**src/rtl/ddr_wr_pkg.sv**
```systemverilog
package ddr_wr_pkg;

  // Command pins as seen at a rising clock edge, all active low.
  typedef struct packed {
    logic cs_n;
    logic ras_n;
    logic cas_n;
    logic we_n;
  } ctl_pins_t;

  // Write pattern: chip selected, column and write strobes low, row strobe high.
  localparam ctl_pins_t CTL_WRITE = '{cs_n: 1'b0, ras_n: 1'b1, cas_n: 1'b0, we_n: 1'b0};

  localparam int unsigned DEF_COL_W  = 4;
  localparam int unsigned DEF_DATA_W = 8;
  localparam int unsigned DEF_BURST  = 4;

endpackage

```
**src/rtl/ddr_wr_cmd_dec.sv**
```systemverilog
module ddr_wr_cmd_dec
  import ddr_wr_pkg::*;
(
  input  ctl_pins_t pins,
  output logic      is_write
);

  always_comb begin
    is_write = (pins == CTL_WRITE);
  end

endmodule

```
**src/rtl/ddr_wr_strobe_arm.sv**
```systemverilog
module ddr_wr_strobe_arm (
  input  logic clk,
  input  logic rst,
  input  logic dqs_drive,
  input  logic dqs_toggle,
  output logic pair_ok
);

  logic armed_q;

  // Armed once the strobe has been driven without edges (preamble);
  // stays armed while driven, drops when released to high impedance.
  always_ff @(posedge clk) begin
    if (rst) begin
      armed_q <= 1'b0;
    end else if (!dqs_drive) begin
      armed_q <= 1'b0;
    end else if (!dqs_toggle) begin
      armed_q <= 1'b1;
    end
  end

  always_comb begin
    pair_ok = armed_q && dqs_drive && dqs_toggle;
  end

endmodule

```
**src/rtl/ddr_wr_burst_seq.sv**
```systemverilog
module ddr_wr_burst_seq #(
  parameter int unsigned COL_W     = 4,
  parameter int unsigned BURST_LEN = 4
) (
  input  logic             clk,
  input  logic             rst,
  input  logic             wr_cmd,
  input  logic [COL_W-1:0] cmd_col,
  input  logic             pair_in,
  output logic             cap,
  output logic             last,
  output logic             err,
  output logic [COL_W-1:0] col_rise,
  output logic [COL_W-1:0] col_fall
);

  localparam int unsigned PAIRS = BURST_LEN / 2;
  localparam int unsigned GRP_W = $clog2(BURST_LEN);
  localparam int unsigned PW    = $clog2(PAIRS + 1);

  logic [PW-1:0]    pend_q;
  logic [COL_W-1:0] base_q;
  logic [GRP_W-1:0] ofs;
  logic             accept;

  always_comb begin
    cap    = pair_in && (pend_q != '0);
    last   = cap && (pend_q == PW'(1));
    accept = wr_cmd && ((pend_q == '0) || last);
    err    = wr_cmd && !accept;
    ofs    = GRP_W'((PAIRS - 32'(pend_q)) * 2);
    col_rise = {base_q[COL_W-1:GRP_W], base_q[GRP_W-1:0] + ofs};
    col_fall = {base_q[COL_W-1:GRP_W], base_q[GRP_W-1:0] + ofs + GRP_W'(1)};
  end

  always_ff @(posedge clk) begin
    if (rst) begin
      pend_q <= '0;
      base_q <= '0;
    end else if (accept) begin
      pend_q <= PW'(PAIRS);
      base_q <= cmd_col;
    end else if (cap) begin
      pend_q <= pend_q - PW'(1);
    end
  end

endmodule

```
**src/rtl/ddr_wr_bank.sv**
```systemverilog
module ddr_wr_bank #(
  parameter int unsigned AW = 3,
  parameter int unsigned DW = 8
) (
  input  logic          clk,
  input  logic          we,
  input  logic [AW-1:0] waddr,
  input  logic [DW-1:0] wdata,
  input  logic [AW-1:0] raddr,
  output logic [DW-1:0] rdata
);

  localparam int unsigned DEPTH = 1 << AW;

  logic [DW-1:0] mem [DEPTH];

  // One write and one registered read port: maps onto a simple dual-port RAM.
  always_ff @(posedge clk) begin
    if (we) begin
      mem[waddr] <= wdata;
    end
    rdata <= mem[raddr];
  end

endmodule

```
**src/rtl/ddr_wr_capture.sv**
```systemverilog
module ddr_wr_capture
  import ddr_wr_pkg::*;
#(
  parameter int unsigned COL_W     = DEF_COL_W,
  parameter int unsigned DATA_W    = DEF_DATA_W,
  parameter int unsigned BURST_LEN = DEF_BURST
) (
  input  logic              clk,
  input  logic              rst,
  input  logic              cs_n,
  input  logic              ras_n,
  input  logic              cas_n,
  input  logic              we_n,
  input  logic [COL_W-1:0]  col_addr,
  input  logic              dqs_drive,
  input  logic              dqs_toggle,
  input  logic [DATA_W-1:0] dq_rise,
  input  logic [DATA_W-1:0] dq_fall,
  input  logic [COL_W-1:0]  rd_col,
  output logic [DATA_W-1:0] rd_data,
  output logic [1:0]        beat_vld,
  output logic              burst_done,
  output logic              proto_err
);

  localparam int unsigned BANK_AW = COL_W - 1;

  ctl_pins_t        pins;
  logic             is_write;
  logic             pair_ok;
  logic             cap;
  logic             last;
  logic             err;
  logic [COL_W-1:0] col_rise;
  logic [COL_W-1:0] col_fall;
  logic             unused_fall_lsb;
  logic             rd_sel_q;
  logic [DATA_W-1:0] bank_rd [2];

  assign pins = '{cs_n: cs_n, ras_n: ras_n, cas_n: cas_n, we_n: we_n};
  assign unused_fall_lsb = col_fall[0];

  ddr_wr_cmd_dec u_dec (
    .pins     (pins),
    .is_write (is_write)
  );

  ddr_wr_strobe_arm u_arm (
    .clk        (clk),
    .rst        (rst),
    .dqs_drive  (dqs_drive),
    .dqs_toggle (dqs_toggle),
    .pair_ok    (pair_ok)
  );

  ddr_wr_burst_seq #(
    .COL_W     (COL_W),
    .BURST_LEN (BURST_LEN)
  ) u_seq (
    .clk      (clk),
    .rst      (rst),
    .wr_cmd   (is_write),
    .cmd_col  (col_addr),
    .pair_in  (pair_ok),
    .cap      (cap),
    .last     (last),
    .err      (err),
    .col_rise (col_rise),
    .col_fall (col_fall)
  );

  // Rise and fall beats of a pair always differ in column parity, so the
  // array is split into an even and an odd bank with one write each per cycle.
  for (genvar b = 0; b < 2; b++) begin : g_bank
    logic               rise_here;
    logic [BANK_AW-1:0] waddr;
    logic [DATA_W-1:0]  wdata;

    always_comb begin
      rise_here = (col_rise[0] == (b == 1));
      waddr     = rise_here ? col_rise[COL_W-1:1] : col_fall[COL_W-1:1];
      wdata     = rise_here ? dq_rise : dq_fall;
    end

    ddr_wr_bank #(
      .AW (BANK_AW),
      .DW (DATA_W)
    ) u_bank (
      .clk   (clk),
      .we    (cap),
      .waddr (waddr),
      .wdata (wdata),
      .raddr (rd_col[COL_W-1:1]),
      .rdata (bank_rd[b])
    );
  end

  always_ff @(posedge clk) begin
    if (rst) begin
      beat_vld   <= 2'b00;
      burst_done <= 1'b0;
      proto_err  <= 1'b0;
      rd_sel_q   <= 1'b0;
    end else begin
      beat_vld   <= {2{cap}};
      burst_done <= last;
      proto_err  <= err;
      rd_sel_q   <= rd_col[0];
    end
  end

  assign rd_data = bank_rd[rd_sel_q];

endmodule

```
**config.mk**
```make
export PLATFORM = sky130hd
export DESIGN_NAME = ddr_wr_capture
export DESIGN_NICKNAME = d
export VERILOG_FILES = /design/src/rtl/ddr_wr_pkg.sv /design/src/rtl/ddr_wr_cmd_dec.sv /design/src/rtl/ddr_wr_strobe_arm.sv /design/src/rtl/ddr_wr_burst_seq.sv /design/src/rtl/ddr_wr_bank.sv /design/src/rtl/ddr_wr_capture.sv
export SDC_FILE = /design/constraint.sdc
export NUM_CORES = 1
export LEC_CHECK = 0
export ABC_CLOCK_PERIOD_IN_PS = 2800
export BUFFER_PORTS_ARGS = -buffer_cell sky130_fd_sc_hd__buf_2
export CAP_MARGIN = 15
export CORE_ASPECT_RATIO = 0.75
export CORE_UTILIZATION = 46
export DETAILED_ROUTE_END_ITERATION = 12
export PLACE_DENSITY = 0.73
export SYNTH_ARGS = -nofsm -noshare
export SYNTH_HDL_FRONTEND = slang
export SYNTH_SLANG_ARGS = --single-unit
```
**constraint.sdc**
```tcl
create_clock -name clk -period 2.8 [get_ports clk]
set_input_delay 0.56 -clock clk [delete_from_list [all_inputs] [get_ports clk]]
set_output_delay 0.56 -clock clk [all_outputs]
set_load 0.05 [all_outputs]
```
==> results.md, run 1 <==
- Outcome: completed
- Peak VDD IR: ~0.00052 V
- Initial core utilization: 0.471
- Max Slew Vio Count: 0
- Fill cells: between 900 and 1k
- Clock share of power: 0.435
- Syn Area/Cell: between 20 and 25 µm²
- Hold_ws: 0.390 ns
- Synth top area share: 0.627
- Synth Area in Simple Gates: 0.0363
- Core area: ~0.013 mm²
- Clock buffer count from CTS: 17
- Slew HR: 0.506
- Max-cap check violation count: 0
- Vias in the first global route: 3009
- Comb power frac: 0.051
- Setup-failing EPs final: 0
- I/O pins: 44
- Starting DRC count in detailed routing: between 200 and 250
- Setup CP Type: reg2out
- Via density: 5.33
- Max frequency: 431 MHz
- Antenna Violating Nets Remaining: 0
- GP Congestion: 0.704
- Clock buffer depth: 2
- Worst Hold Class: in2reg
- CTS Sinks: 155
- First-pass GRT wire length: around 17000 µm
- Mapped cell area: between 0.006 and 0.007 mm²
- Crit path DAT: around 1.8 ns
- Nets: 401
- Largest cells by area after synthesis: edfxtp_1 63%, mux4_1 12%, dfxtp_1 8.8%, mux2_2 7.3%, mux4_2 1.5%
- Synth Area in Adders: 0.00816
- Sequential area share after synthesis: 0.715
- Cell count after synthesis: roughly 300
- Worst Max-Slew Pin Slew: 0.741 ns
- WL/cell: between 20 and 25 µm
- Switching Power: 1.01 mW
- Remaining DRCs: 0
- Pin count of the biggest net entering global routing: 33
- CTS resizes: 0
- Worst Setup Slack, final: 0.479 ns
- Lkg Pwr: 2.51 nW
- Cells after DPL: 517
- Synthesized flop and latch total: between 150 and 200
- Cell Int Power: 3.92 mW
- Yosys top cell by area: edfxtp_1
- Via count: 2923
- CTS tree: done
- Synthesis-to-layout area growth: 16.8%
- Setup TNS: 0 ns
- Commonest non-fill, non-tap cell in the layout: edfxtp_1
- Die width: 135 µm
- Ys Warns: 0
- Crit share post-route: 0.829
- Clock root cell: clkbuf_16
- Die height: 102 µm
- Layout cells sized above 1: 0.358
- Port Buffers: between 40 and 50
- Reg-to-reg slack, setup: 0.82 ns
- Hold buffer count at CTS: 0
- Pwr per Cell Area: 687 mW/mm²
- Initial antenna violation count: 0
- Placed cell area: 0.00661 mm²
- Tmin final: 2.32 ns
- Switching share of power: 0.205
- Total chip power: 4.93 mW
- Mapped Nets: 337
- Setup WS pre-CTS: about 0.67 ns
- CP max FO: 8
- Post-synth cell types: 30
- RSZ-0062 raised after global routing: no
- Most frequent cells in the layout: 128 x edfxtp_1, 43 x buf_2, 40 x mux2_2
- Clk pin slew, worst setup/hold paths: 0.06 ns
- Final WL: between 10000 and 15000 µm
- Die Footprint: roughly 0.014 mm²
- Startpoint Class: register
- CP Capture Type: output port
- Post-DP HPWL: 7220 µm
- Antenna cells: 0
- Clock skew: 0.00581 ns
- Non-Filler Instances: 548
- CP required: 2.24 ns
- GRT Total Usage: 0.180
- Area fraction in compound gates after synthesis: 0.00408
- FP Rows: 36
- Later-pin clock latency in the skew report: ~0.41 ns
- Core Util, Final: 0.551
- Post-CTS Setup Bufs: 0
- Detailed Routing Iterations Pass 1: 4
- Final Hold Fails: 0
- Combinational family with the most area after synthesis: multiplexers
- Sequential power share: 0.514
- Fin area: 0.00717 mm²
- Grt ovf: 0
- Post-synthesis mux area share: 0.216
- H-tree depth: 4
- XOR/XNOR share of the synthesized area: 0.00286
-- state kept, by name (all words and copies together), names as in the netlist --
name / count
u_arm.armed_q: 1
burst_done: 1
beat_vld: 1
rd_sel_q: 1
g_bank.u_bank.mem: 128
proto_err: 1
g_bank.u_bank.rdata: 16
u_seq.pend_q: 2
u_seq.base_q: 4
-- Yosys cell counts, drive strengths merged --
master,count
edfxtp,128
mux2,40
mux4,32
dfxtp,27
nor2,13
nand2b,11
buf,10
clkbuf,6
nor3,6
mux2i,5
ha,4
inv,3
nor2b,3
nand2,2
a41o,1
and2,1
and4b,1
nand4b,1
nor3b,1
o21ai,1
o21ba,1
or3,1
or4b,1
xnor2,1
xor2,1
-- final timing paths --
check | from | endpoint | cells past startpoint
min reg2reg | u_seq.base_q[1] | u_seq.base_q[1] | 2
max | rd_sel_q | rd_data[3] | 2
max reg2reg | u_seq.pend_q[0] | g_bank[1].u_bank.mem[1][4] | 6
min | rd_col[0] | rd_sel_q | 2
-- metal layers --
metal  vias to the layer above  wire length, µm  share of wire  global-route usage
li1                       1349                -              -                   -
met1                      1478             5110           0.46               0.239
met2                        87             5290           0.47               0.286
met3                         9              683          0.061              0.0526
met4                         0               82         0.0073              0.0622
met5                         -                0              0                   0
-- critical path: stages, from the launching register on --
cell and delay (ns):
dfxtp_1 0.69, mux2_2 0.44, buf_2 0.22
-- area by class of cell --
| class | count | area (µm²) | share of cell area |
|---|---|---|---|
| multi-input combinational | 127 | 1640 | 0.229 |
| timing repair buffer | 61 | 363 | 0.0506 |
| sequential | 155 | 4380 | 0.612 |
| clock buffer | 17 | 425 | 0.0593 |
| clock inverter | 14 | 129 | 0.0180 |
| tap | 171 | 214 | 0.0298 |
| inverter | 3 | 11.3 | 0.00157 |
-- cell families after synthesis --
| kind of cell | after synthesis |
|---|---|
| DFF | 155 |
| AOI/OAI and AO/OA | 3 |
| and+or+nand+nor | 41 |
| buffers and inverters | 19 |
| muxes | 77 |
| adders and majority gates | 4 |
| xor gates and xnor gates | 2 |
-- power by group through the flow --
stage | combinational (mW) | sequential [mW] | clock, mW
CTS | 0.255 | 2.53 | 2.18
global route | 0.270 | 2.53 | 2.28
detailed placement | 0.254 | 2.58 | 0
finish | 0.250 | 2.53 | 2.14
floorplan | 0.186 | 2.57 | 0
global placement | 0.244 | 2.58 | 0
Note: power is estimated with default switching activity, not from simulation.
==> run 2: changes to the inputs <==
--- a/config.mk
+++ b/config.mk
@@ -5,7 +5,7 @@
 export SDC_FILE = /design/constraint.sdc
 export NUM_CORES = 1
 export LEC_CHECK = 0
-export ABC_CLOCK_PERIOD_IN_PS = 2800
+export ABC_CLOCK_PERIOD_IN_PS = 2450
 export BUFFER_PORTS_ARGS = -buffer_cell sky130_fd_sc_hd__buf_2
 export CAP_MARGIN = 15
 export CORE_ASPECT_RATIO = 0.75
==> constraint.sdc (replaced) <==
create_clock -name clk -period 2.45 [get_ports clk]
set_input_delay 0.49 -clock clk [delete_from_list [all_inputs] [get_ports clk]]
set_output_delay 0.49 -clock clk [all_outputs]
set_load 0.05 [all_outputs]
==> run 2 against run 1 <==
Compared with the run above: final area rose by 2.3%; sequential power up 14%; worst hold slack got worse by 0.091 ns; routed wire length is essentially flat; flip-flop and latch count unchanged; sequential share of layout area fell by 1.4 points; setup slack lost 0.28 ns.
==> results.md, run 2 (synthesis gave the netlist of run 1 again) <==
- Register area: 0.00438 mm² (unchanged)
- Initial core utilization: 0.471 (unchanged)
- Max frequency: around 440 MHz
- Starting DRC count in detailed routing: 164 (was 215)
- Clock root cell: clkbuf_16 (unchanged)
- Most frequent cells in the layout: 128 x edfxtp_1, 43 x buf_2, 40 x mux2_2 (unchanged)
- Pwr per Cell Area: 846 mW/mm² (was 687 mW/mm²)
- Max-cap check violation count: 0 (unchanged)
- Remaining DRCs: 0 (unchanged)
- Antenna Violating Nets Remaining: 0 (unchanged)
- Clock skew: 0.00574 ns (was 0.00581 ns)
- Die width: 135 µm (unchanged)
- Final Hold Fails: 0 (unchanged)
- Outcome: completed (unchanged)
- Switching Power: 1.18 mW (was 1.01 mW)
- Cell Int Power: 5.03 mW (was 3.92 mW)
- Setup TNS: 0 ns (unchanged)
- Port Buffers: 43 (unchanged)
- Via density: 5.43 (was 5.33)
- Comb power frac: 0.047 (was 0.051)
- CTS tree: done (unchanged)
- Multi-input gate area in the final layout: 0.00165 mm² (was 0.00164 mm²)
- First-pass GRT wire length: 17300 µm (was 17100 µm)
- Antenna cells: 0 (unchanged)
- Post-DP HPWL: 7120 µm (was 7220 µm)
- I/O pins: 44 (unchanged)
- Final WL: 11200 µm (about the same)
- Fin area: 0.00733 mm² (was 0.00717 mm²)
- Vias in the first global route: 3082 (was 3009)
- CTS Sinks: 155 (unchanged)
- Hold buffer count at CTS: 0 (unchanged)
- WL/cell: 20.3 µm (was 20.4 µm)
- Fill cells: 944 (was 958)
- Sequential power share: 0.466 (was 0.514)
- Die Footprint: 0.0138 mm² (unchanged)
- Peak VDD IR: 0.000585 V (was 0.000516 V)
- Synthesis-to-layout area growth: 19.5% (was 16.8%)
- Met2 WL: 5290 µm (unchanged)
- Crit path DAT: 1.76 ns (about the same)
- Nets: 402 (was 401)
- Top layer in use: met4 (unchanged)
- Placed cell area: 0.00664 mm² (was 0.00661 mm²)
- CTS resizes: 0 (unchanged)
- Largest register FFs: 128 (unchanged)
- Registers with the most flip-flops: g_bank.u_bank.mem: 128 flops, g_bank.u_bank.rdata: 16 flops, u_seq.base_q: 4 flops (unchanged)
- Detailed Routing Iterations Pass 1: 4 (unchanged)
- FP Rows: 36 (unchanged)
- Slew HR: 0.607 (was 0.506)
- GP Congestion: 0.744 (was 0.704)
- H-tree depth: 4 (unchanged)
- Worst Max-Slew Pin Slew: 0.589 ns (was 0.741 ns)
- RSZ-0062 raised after global routing: no (unchanged)
- Core area: 0.0130 mm² (unchanged)
- Max Slew Vio Count: 0 (unchanged)
- Met1 wire length: 5110 µm (about the same)
- Clock buffer depth: 2 (unchanged)
- Clock buffer count from CTS: 17 (unchanged)
- Lkg Pwr: 2.59 nW (was 2.51 nW)
- Via count: 2986 (was 2923)
- Tmin final: 2.25 ns
- GRT Total Usage: 0.180 (about the same)
- Startpoint Class: register (unchanged)
- Initial antenna violation count: 0 (unchanged)
- Grt ovf: 0 (unchanged)
- Worst Hold Class: in2reg (unchanged)
- Clk pin slew, worst setup/hold paths: 0.06 ns (about the same)
- Switching share of power: 0.190 (was 0.205)
- CP required: 1.96 ns (was 2.24 ns)
- Crit share post-route: 0.919
- WL met3: 636 µm (was 683 µm)
- Layout cells sized above 1: 0.369 (was 0.358)
- Setup CP Type: reg2out (unchanged)
- Clock share of power: 0.486 (was 0.435)
- Pin count of the biggest net entering global routing: 33 (unchanged)
- Setup-failing EPs final: 0 (unchanged)
- CP Capture Type: output port (unchanged)
- Die height: 102 µm (unchanged)
- Post-CTS Setup Bufs: 0 (unchanged)
- Later-pin clock latency in the skew report: 0.41 ns (about the same)
- CP max FO: 8 (unchanged)
- Most flops, register: g_bank.u_bank.mem (unchanged)
- Commonest non-fill, non-tap cell in the layout: edfxtp_1 (unchanged)
==> run 2: cell count changes in the layout (fill, tap and decap cells not counted), sizes merged <==
cell      before  now
clkinvlp       3    1
inv            4    6
bufinv         2    7
clkinv         8    4
buf           61   62
==> run 2: metrics by stage <==
step / utilization / cells / setup WS [ns] / power, mW / hold slack, ns
finish: 0.563 / 550 / 0.198 / 6.20 / 0.299
global route: 0.563 / 550 / 0.156 / 6.40 / 0.327
CTS: 0.563 / 550 / 0.177 / 6.27 / 0.283
detailed placement: 0.510 / 518 / 0.484 / 3.25 / 0.511
global placement: 0.510 / 518 / 0.548 / 3.24 / 0.492
floorplan: - / 301 / 0.0570 / 3.15 / 0.461
==> run 2: area by class of cell <==
class                      instances  share of cell area
clock buffer                      17              0.0580
clock inverter                    15              0.0365
inverter                           3             0.00154
multi-input combinational        127               0.225
sequential                       155               0.598
tap                              171              0.0292
timing repair buffer              62              0.0522
==> run 2: routing by layer <==
| layer | vias up | GRT usage |
|---|---|---|
| met2 | 92 | 0.283 |
| li1 | 1356 | - |
| met4 | 0 | 0.0605 |
| met3 | 12 | 0.0546 |
| met5 | - | 0 |
| met1 | 1526 | 0.241 |
==> run 2: path summary, 6_finish.rpt <==
check / start / end / slack [ns] / depth (start not counted)
min: rd_col[0] / rd_sel_q / 0.30 / 2
max reg2reg: u_seq.pend_q[0] / g_bank[1].u_bank.mem[1][2] / 0.47 / 6
max: rd_sel_q / rd_data[0] / 0.20 / 2
min reg2reg: u_seq.base_q[1] / u_seq.base_q[1] / 0.51 / 2
==> run 2: power by group through the flow <==
stage                     combinational (mW)  clock, mW  sequential (mW)
final                                  0.293       3.02             2.89
after global routing                   0.315       3.19             2.90
after CTS                              0.297       3.07             2.90
after detailed placement               0.295          0             2.95
after global placement                 0.286          0             2.95
after floorplan                        0.212          0             2.94
==> run 2: worst max-delay path, cell delays in order, from the launching register on <==
cell	delay, ns
dfxtp_1	0.69
mux2_2	0.44
buf_2	0.22
